===== src/rtl/aes_tower_pkg.sv =====
package aes_tower_pkg;

   typedef logic [7:0][7:0] map_t;   // map_t[i] = image of basis bit i

   function automatic logic [1:0] gf4_mul(input logic [1:0] a, input logic [1:0] b);
      logic [1:0] r;
      r[1] = (a[1] & b[1]) ^ (a[1] & b[0]) ^ (a[0] & b[1]);
      r[0] = (a[1] & b[1]) ^ (a[0] & b[0]);
      return r;
   endfunction

   function automatic logic [1:0] gf4_sq(input logic [1:0] a);
      return {a[1], a[1] ^ a[0]};
   endfunction

   function automatic logic [3:0] gf16_mul(input logic [3:0] a, input logic [3:0] b,
                                           input logic [1:0] n);
      logic [1:0] hh;
      hh = gf4_mul(a[3:2], b[3:2]);
      return {hh ^ gf4_mul(a[3:2], b[1:0]) ^ gf4_mul(a[1:0], b[3:2]),
              gf4_mul(hh, n) ^ gf4_mul(a[1:0], b[1:0])};
   endfunction

   function automatic logic [7:0] tw_mul(input logic [7:0] a, input logic [7:0] b,
                                         input logic [1:0] n, input logic [3:0] l);
      logic [3:0] hh;
      hh = gf16_mul(a[7:4], b[7:4], n);
      return {hh ^ gf16_mul(a[7:4], b[3:0], n) ^ gf16_mul(a[3:0], b[7:4], n),
              gf16_mul(hh, l, n) ^ gf16_mul(a[3:0], b[3:0], n)};
   endfunction

   // pick an L making Y^2+Y+L irreducible over the four-bit field
   function automatic logic [3:0] find_ext_const(input logic [1:0] n);
      logic [3:0] res;
      res = '0;
      for (int l = 15; l >= 1; l--) begin
         logic has_root;
         has_root = 1'b0;
         for (int x = 0; x < 16; x++) begin
            if ((gf16_mul(4'(x), 4'(x), n) ^ 4'(x) ^ 4'(l)) == 4'h0) has_root = 1'b1;
         end
         if (!has_root) res = 4'(l);
      end
      return res;
   endfunction

   function automatic logic [7:0] apply_map(input map_t m, input logic [7:0] x);
      logic [7:0] r;
      r = '0;
      for (int i = 0; i < 8; i++) if (x[i]) r = r ^ m[i];
      return r;
   endfunction

   // images of 1, b, b^2, ... where b is a tower root of the AES polynomial
   function automatic map_t build_fwd(input logic [1:0] n, input logic [3:0] l);
      map_t m;
      logic [7:0] beta, pw;
      beta = 8'h00;
      for (int c = 255; c >= 2; c--) begin
         logic [7:0] b1, b2, b4, b8, b3;
         b1 = 8'(c);
         b2 = tw_mul(b1, b1, n, l);
         b4 = tw_mul(b2, b2, n, l);
         b8 = tw_mul(b4, b4, n, l);
         b3 = tw_mul(b2, b1, n, l);
         if ((b8 ^ b4 ^ b3 ^ b1 ^ 8'h01) == 8'h00) beta = b1;
      end
      pw = 8'h01;
      for (int i = 0; i < 8; i++) begin
         m[i] = pw;
         pw = tw_mul(pw, beta, n, l);
      end
      return m;
   endfunction

   function automatic map_t build_inv(input map_t fwd);
      map_t m;
      m = '0;
      for (int j = 0; j < 8; j++)
         for (int e = 0; e < 256; e++)
            if (apply_map(fwd, 8'(e)) == (8'h01 << j)) m[j] = 8'(e);
      return m;
   endfunction

   function automatic logic [7:0] affine_lin(input logic [7:0] x);
      return x ^ {x[6:0], x[7]} ^ {x[5:0], x[7:6]} ^ {x[4:0], x[7:5]} ^ {x[3:0], x[7:4]};
   endfunction

   function automatic map_t build_merged(input map_t inv);
      map_t m;
      for (int j = 0; j < 8; j++) m[j] = affine_lin(inv[j]);
      return m;
   endfunction

endpackage


===== src/rtl/tower_lin_map.sv =====
module tower_lin_map #(
   parameter aes_tower_pkg::map_t COLS = '0
) (
   input  logic [7:0] map_in,
   output logic [7:0] map_out
);
   for (genvar k = 0; k < 8; k++) begin : g_row
      logic [7:0] row;
      for (genvar i = 0; i < 8; i++) begin : g_col
         assign row[i] = COLS[i][k];
      end
      assign map_out[k] = ^(map_in & row);
   end
endmodule


===== src/rtl/gf16_inverter.sv =====
module gf16_inverter
   import aes_tower_pkg::*;
#(
   parameter logic [1:0] N_SEL = 2'd2
) (
   input  logic [3:0] inv_in,
   output logic [3:0] inv_out
);
   logic [1:0] hi, lo, det, det_inv;

   assign hi      = inv_in[3:2];
   assign lo      = inv_in[1:0];
   assign det     = gf4_mul(gf4_sq(hi), N_SEL) ^ gf4_mul(hi, lo) ^ gf4_sq(lo);
   assign det_inv = gf4_sq(det);   // x^-1 = x^2 in the two-bit field
   assign inv_out = {gf4_mul(hi, det_inv), gf4_mul(hi ^ lo, det_inv)};

   always_comb begin
      AST_GF16_INV_PRODUCT: assert ((inv_in == 4'h0) ? (inv_out == 4'h0)
                                    : (gf16_mul(inv_in, inv_out, N_SEL) == 4'h1));
   end
endmodule


===== src/rtl/gf256_inverter.sv =====
module gf256_inverter
   import aes_tower_pkg::*;
#(
   parameter logic [1:0] N_SEL = 2'd2,
   parameter logic [3:0] L_VAL = 4'h1
) (
   input  logic [7:0] tw_in,
   output logic [7:0] tw_out
);
   logic [3:0] hi, lo, det, det_inv;

   assign hi  = tw_in[7:4];
   assign lo  = tw_in[3:0];
   assign det = gf16_mul(gf16_mul(hi, hi, N_SEL), L_VAL, N_SEL)
              ^ gf16_mul(hi, lo, N_SEL) ^ gf16_mul(lo, lo, N_SEL);

   gf16_inverter #(.N_SEL(N_SEL)) u_sub_inv (.inv_in(det), .inv_out(det_inv));

   assign tw_out = {gf16_mul(hi, det_inv, N_SEL), gf16_mul(hi ^ lo, det_inv, N_SEL)};

   always_comb begin
      AST_GF256_INV_PRODUCT: assert ((tw_in == 8'h00) ? (tw_out == 8'h00)
                                     : (tw_mul(tw_in, tw_out, N_SEL, L_VAL) == 8'h01));
   end
endmodule


===== src/rtl/aes_tower_sbox.sv =====
module aes_tower_sbox
   import aes_tower_pkg::*;
#(
   parameter logic [1:0] N_SEL        = 2'd2,
   parameter bit         MERGE_AFFINE = 1'b1
) (
   input  logic [7:0] sbox_in,
   output logic [7:0] sbox_out
);
   localparam logic [3:0] L_VAL   = find_ext_const(N_SEL);
   localparam map_t       FWD_MAP = build_fwd(N_SEL, L_VAL);
   localparam map_t       INV_MAP = build_inv(FWD_MAP);
   localparam map_t       MRG_MAP = build_merged(INV_MAP);
   localparam logic [7:0] AFF_C   = 8'h63;

   // only the two constants with trace one are admissible
   if (!(N_SEL == 2'd2 || N_SEL == 2'd3)) begin : g_bad_n
      $error("aes_tower_sbox: N_SEL must be 2 or 3");
   end
   if (L_VAL == 4'h0) begin : g_bad_l
      $error("aes_tower_sbox: no irreducible byte extension found");
   end

   logic [7:0] tw_in, tw_inv;

   tower_lin_map #(.COLS(FWD_MAP)) u_to_tower (.map_in(sbox_in), .map_out(tw_in));

   gf256_inverter #(.N_SEL(N_SEL), .L_VAL(L_VAL)) u_inv (.tw_in(tw_in), .tw_out(tw_inv));

   if (MERGE_AFFINE) begin : g_fused
      logic [7:0] mapped;
      tower_lin_map #(.COLS(MRG_MAP)) u_back (.map_in(tw_inv), .map_out(mapped));
      assign sbox_out = mapped ^ AFF_C;
   end else begin : g_split
      logic [7:0] plain;
      tower_lin_map #(.COLS(INV_MAP)) u_back (.map_in(tw_inv), .map_out(plain));
      assign sbox_out = affine_lin(plain) ^ AFF_C;
   end

   always_comb begin
      if (sbox_in == 8'h00) begin
         AST_ZERO_GIVES_63: assert (sbox_out == 8'h63);
      end
      AST_BASIS_ROUNDTRIP: assert (apply_map(INV_MAP, tw_in) == sbox_in);
   end
endmodule


===== config.mk =====
export PLATFORM = sky130hd
export DESIGN_NAME = aes_tower_sbox
export DESIGN_NICKNAME = d
export VERILOG_FILES = /design/src/rtl/aes_tower_pkg.sv /design/src/rtl/tower_lin_map.sv /design/src/rtl/gf16_inverter.sv /design/src/rtl/gf256_inverter.sv /design/src/rtl/aes_tower_sbox.sv
export SDC_FILE = /design/constraint.sdc
export NUM_CORES = 1
export LEC_CHECK = 0
export ABC_AREA = 1
export CAP_MARGIN = 20
export CORE_AREA = 2 2 80 82
export DETAILED_ROUTE_END_ITERATION = 7
export DIE_AREA = 0 0 82 84
export DONT_BUFFER_PORTS = 1
export MAX_ROUTING_LAYER = met4
export SYNTH_ARGS = -nofsm -noshare
export SYNTH_HDL_FRONTEND = slang
export SYNTH_SLANG_ARGS = --single-unit

===== constraint.sdc =====
create_clock -name vclk -period 8.4
set_clock_uncertainty 0.15 [all_clocks]
set_input_delay 0.42 -clock vclk [all_inputs]
set_output_delay 0.42 -clock vclk [all_outputs]
set_load 0.02 [all_outputs]

### Word level (Yosys, flattened, before mapping)

Cells that the tools add are included.

| storage, ports and cells | value |
|---|---|
| input port bits | 8 |
| output and inout bits | 8 |
| logic and storage cells | 190 |
| register bits | 0 |

| cells by class | value |
|---|---|
| reduce and logical (&&, ||, !) cells | 16 |
| bitwise logic cells | 174 |

Operator list:

| operator | count |
|---|---|
| 8-bit parity | 16 |
| 1-bit bitwise XOR | 79 |
| 1-bit bitwise AND | 72 |
| 2-bit bitwise XOR | 19 |
| 4-bit bitwise XOR | 3 |
| 4-bit inverter | 1 |

### Longest topological paths before layout

| depth | value |
|---|---|
| word-level depth | 26 |
| mapped depth | 42 |
| gate-level depth less buffers | 42 |

### Cells and area by module

Synthesis repeated with hierarchy kept, for this count alone.

| second synthesis, totals | value |
|---|---|
| cell total of the unflattened synthesis | 406 |
| area, all modules | 2100.8 um^2 |

Modules (own cells, without submodules):

| module | instances | area an instance (um^2) | cells each | seq. area each (um^2) |
|---|---|---|---|---|
| gf256_inverter | 1 | 1310.0 | 245 | 0.0 |
| gf16_inverter | 1 | 304.0 | 64 | 0.0 |
| tower_lin_map at g_fused.u_back | 1 | 292.8 | 60 | 0.0 |
| tower_lin_map at u_to_tower | 1 | 178.9 | 33 | 0.0 |
| aes_tower_sbox | 1 | 15.0 | 4 | 0.0 |

### Least setup slack after synthesis

Ideal clock, no wire load.

| path | value |
|---|---|
| path kind | input to output |
| from | input port sbox_in[3] |
| to | output port sbox_out[1] |
| data required time | 7830 ps |
| arrival | 4424 ps |
| stages | 33 |
| slack | 3406 ps |
| path buffers | 0 |
| cell sequence | inv_1 -> nand2_1 -> nand2_2 -> ha_1 -> inv_1 -> ha_1 -> or2_1 -> nand2_1 -> inv_1 -> o21ai_1 -> nand2_1 -> o21ai_1 -> nand2_1 -> nand2_1 -> nand3b_1 -> nand2_2 -> inv_4 -> ha_1 -> inv_1 -> nand2_1 -> nand2_1 -> nand3_1 -> nand2_2 -> nand3_1 -> nand2_1 -> nand3_2 -> nand2_4 -> nand2_2 -> xnor2_4 -> xor2_4 -> xor2_2 -> nand2_1 -> nand2_1 |

| between the ends | value |
|---|---|
| word-level cells in the longest chain between the ends | 26 |
| elaborated cells between the ends (all ways) | 140 |
| those cells by class | 135 x bitwise; 5 x reduce/logical |

RTL lines:

| element | line | text |
|---|---|---|
| start: declaration | aes_tower_sbox.sv:7 | `input logic [7:0] sbox_in,` |
| 8-bit parity | tower_lin_map.sv:12 | `assign map_out[k] = ^(map_in & row);` |
| 1-bit bitwise AND (on tied branches) | aes_tower_pkg.sv:7, aes_tower_pkg.sv:8 |  |
| 1-bit bitwise XOR (2 in a row) | aes_tower_pkg.sv:7 | `r[1] = (a[1] & b[1]) ^ (a[1] & b[0]) ^ (a[0] & b[1]);` |
| 2-bit bitwise XOR or 1-bit bitwise XOR (tied branches) | aes_tower_pkg.sv:20, aes_tower_pkg.sv:7 |  |
| 2-bit bitwise XOR (on tied branches) | aes_tower_pkg.sv:20, aes_tower_pkg.sv:21 |  |
| 1-bit bitwise XOR | aes_tower_pkg.sv:7 |  |
| 2-bit bitwise XOR or 1-bit bitwise XOR (tied branches) | aes_tower_pkg.sv:20, aes_tower_pkg.sv:7 |  |
| 4-bit bitwise XOR (2 in a row) | gf256_inverter.sv:15 | `^ gf16_mul(hi, lo, N_SEL) ^ gf16_mul(lo, lo, N_SEL);` |
| [5 not listed] | - |  |
| 1-bit bitwise XOR | aes_tower_pkg.sv:13 | `return {a[1], a[1] ^ a[0]};` |
| 1-bit bitwise AND | aes_tower_pkg.sv:7 |  |
| 1-bit bitwise XOR (2 in a row) | aes_tower_pkg.sv:7 |  |
| 1-bit bitwise AND | aes_tower_pkg.sv:7, aes_tower_pkg.sv:8 |  |
| 1-bit bitwise XOR (3 in a row) | aes_tower_pkg.sv:7 |  |
| 2-bit bitwise XOR | aes_tower_pkg.sv:21 | `gf4_mul(hh, n) ^ gf4_mul(a[1:0], b[1:0])};` |
| 8-bit parity (*) | tower_lin_map.sv:12 |  |
| 4-bit inverter (no source line) (*) | - |  |
| end: declaration | aes_tower_sbox.sv:8 | `output logic [7:0] sbox_out` |

Mark *: on every way between the ends. The rest lies on a longest branch, timed or not.

### Worst setup path after layout

| path | value |
|---|---|
| from | input port sbox_in[3] |
| to | output port sbox_out[7] |

| between the ends | value |
|---|---|
| word-level cells in the longest chain between the ends | 25 |
| elaborated cells between the ends (all ways) | 141 |
| those cells by class | 136 x bitwise; 5 x reduce/logical |

RTL lines:

| element | line |
|---|---|
| 8-bit parity | tower_lin_map.sv:12 |
| 1-bit bitwise AND (on tied branches) | aes_tower_pkg.sv:7, aes_tower_pkg.sv:8 |
| 1-bit bitwise XOR (2 in a row) | aes_tower_pkg.sv:7 |
| 2-bit bitwise XOR or 1-bit bitwise XOR (tied branches) | aes_tower_pkg.sv:20, aes_tower_pkg.sv:7 |
| 2-bit bitwise XOR (on tied branches) | aes_tower_pkg.sv:20, aes_tower_pkg.sv:21 |
| 1-bit bitwise XOR | aes_tower_pkg.sv:7 |
| 2-bit bitwise XOR or 1-bit bitwise XOR (tied branches) | aes_tower_pkg.sv:20, aes_tower_pkg.sv:7 |
| 4-bit bitwise XOR (2 in a row) | gf256_inverter.sv:15 |
| [5 not listed] | - |
| 1-bit bitwise XOR | aes_tower_pkg.sv:13 |
| 1-bit bitwise AND | aes_tower_pkg.sv:7 |
| 1-bit bitwise XOR (2 in a row) | aes_tower_pkg.sv:7 |
| 1-bit bitwise AND | aes_tower_pkg.sv:7, aes_tower_pkg.sv:8 |
| 1-bit bitwise XOR (2 in a row) | aes_tower_pkg.sv:7 |
| 2-bit bitwise XOR or 1-bit bitwise XOR (tied branches) | aes_tower_pkg.sv:20, aes_tower_pkg.sv:7 |
| 2-bit bitwise XOR (on tied branches) | aes_tower_pkg.sv:20, aes_tower_pkg.sv:21 |
| 8-bit parity (*) | tower_lin_map.sv:12 |

Marks and branches as above.

==> flow_metrics.env <==
export IMPL_cp_max_fo=10
export IMPL_post_route_min_period_ns=5.529
export IMPL_post_dp_hpwl_um=5091
export IMPL_max_slew_worst_pin_slew_ns=0.4383
export IMPL_cpMaxStageDelayCell="ha_1"
export IMPL_register_area_um2=0
export IMPL_synth_area_per_cell_um2=5.077
export IMPL_synthXorXnorAreaFrac_pct=9.942
export IMPL_die_y_um=84
export IMPL_seq_cells=0
export IMPL_drtIter0Drc=165
export IMPL_grt_max_degree=15
export IMPL_via_count=2705
export IMPL_finalSetupViolCount=0
export IMPL_die_w_um=82
export IMPL_clock_fmax_mhz=180.9
export IMPL_antenna_diode_count=0
export IMPL_gp_congestion=0.9055
export IMPL_totalWireLength_um=5870
export IMPL_layout_drive_gt1_share_pct=14.87
export IMPL_post_cts_resized=0
export IMPL_drc=0
export IMPL_rows=29
export IMPL_grt_pass1_vias=2482
export IMPL_arrival_ns=4.96
export IMPL_cap_violations=0
export IMPL_worst_setup_path_type="in -> out"
export IMPL_ys_types=30
export IMPL_io_buffers=0
export IMPL_hold_violations=0
export IMPL_nNetsFinal=480
export IMPL_synth_compound_area_share_pct=2.856
export IMPL_n_clock_buffer=0
export IMPL_holdBufCountCts=0
export IMPL_hp_class="in -> out"
export IMPL_drt_pre_antenna_iters=4
export IMPL_overflow=0
export IMPL_startpoint_type="input pin"
export IMPL_num_fill_cells=693
export IMPL_dieArea_um2=6888
export IMPL_ant_nets=0
export IMPL_grt_use_total_pct=18.39
export IMPL_synth_seq_area_share_pct=0
export IMPL_syn2layout_area_growth_pct=3.279
export IMPL_cts_setup_buffers=0
export IMPL_syn_nets=480
export IMPL_relSlewSlack_pct=70.68
export IMPL_initial_utilization_pct=38.81
export IMPL_synth_top_area_share_pct=36.01
export IMPL_grt_pass1_wl_um=10350
export IMPL_core_area_um2=6096
export IMPL_wl_per_cell_um=10.85
export IMPL_ios=16
export IMPL_synthCells=466
export IMPL_endpoint_kind="output port"
export IMPL_yosys_area_top_type="nand2_1"
export IMPL_fin_tns_setup_ns=0
export IMPL_antenna_found_initial=0
export IMPL_crit_required_ns=7.83
export IMPL_yosys_area_share_simple_pct=73.98
export IMPL_slew_viol_final=0
export IMPL_vias_per_cell=5.000
export IMPL_synth_top_family_by_area="simple AND/OR/NAND/NOR gates"
export IMPL_fin_crit_sh_pct=65.82
export IMPL_critical_path_max_stage_delay_ns=0.45
export IMPL_ys_top_cells_by_area="nand2_1 36%, nand3_1 16%, inv_1 6.8%, nand2_2 6.6%, nand2_4 4.3%"
export IMPL_synth_area_um2=2366
export IMPL_synth_mux_area_share_pct=0
export IMPL_rsz0062_at_grt="false"
export IMPL_synth_adder_area_share_pct=3.173
export IMPL_crit_top_cell="nand2_1"
export IMPL_status="finished clean"
export IMPL_ys_warn_count=0
-- metrics by stage --
step | utilization [%] | std cells | hold slack (ns) | area, µm² | setup WS, ns
after floorplan | - | 466 | 1.396 | 2366 | 3.406
after global routing | 40.09 | 541 | 1.638 | 2444 | 2.280
final | 40.09 | 541 | 1.533 | 2444 | 2.871
after detailed placement | 40.09 | 541 | 1.532 | 2444 | 2.889
after global placement | 40.09 | 541 | 1.515 | 2444 | 3.040
after CTS | 40.09 | 541 | 1.534 | 2444 | 2.879
-- synth_stat cells, drive strengths merged --
library cell / n
nand2: 261
nand3: 84
inv: 56
nor2: 18
xor2: 13
o21ai: 7
xnor2: 7
ha: 6
nand3b: 5
nand4: 3
o211ai: 2
buf: 1
clkbuf: 1
clkinv: 1
or2: 1
-- logic make-up (layout without fill, tap and decap cells) --
family / Yosys count / after routing
AND/OR/NAND/NOR: 372 / 372
buffers and inverters: 59 / 57
XOR/XNOR: 20 / 20
AO/OA/AOI/OAI: 9 / 9
adder cells (fa/ha/maj): 6 / 6
-- cells in the final DEF (no fill, tap or decap) --
cell	instances
o211ai_4	1
nor2_2	3
clkinv_1	1
xor2_1	9
inv_1	43
nand2_2	25
or2_1	1
nand3_2	7
xor2_2	3
nand3b_1	4
inv_2	11
xnor2_4	1
nand3b_4	1
nor2_4	3
xor2_4	1
ha_1	6
nand2_4	9
nand3_1	76
nand4_1	3
inv_4	2
o21ai_1	5
nand3_4	1
xnor2_1	6
nand2_1	227
o211ai_1	1
nor2_1	12
o21ai_0	1
o21ai_2	1
-- layer usage --
layer  wire, µm  vias up  global-route usage [%]
met5          0        -                       -
met4         58        0                   2.576
met3        235        6                  0.7576
met2       2788       49                   31.56
met1       2788     1186                   24.19
li1           -     1464                       -
-- worst paths after layout --
kind       start          end  slack [ns]  cells after the start
min   sbox_in[6]  sbox_out[6]        1.53                      8
max   sbox_in[3]  sbox_out[7]        2.87                     36
-- worst max-delay path, delay by kind of cell --
kind	cells	cell delay (ns)
AO/OA/AOI/OAI	2	0.21
XOR/XNOR	1	0.39
adder cells (fa/ha/maj)	3	0.89
buffers and inverters	6	0.43
AND/OR/NAND/NOR	24	2.60
-- area by class of cell --
class	instances	area [µm²]	area share [%]
inverters	57	219.0	8.961
multi-input cells	407	2128	87.10
well taps	77	96.34	3.943
Power is left out: the tool's default activity adds up to more than one toggle a clock period on the data nets, which glitch-free logic cannot reach.
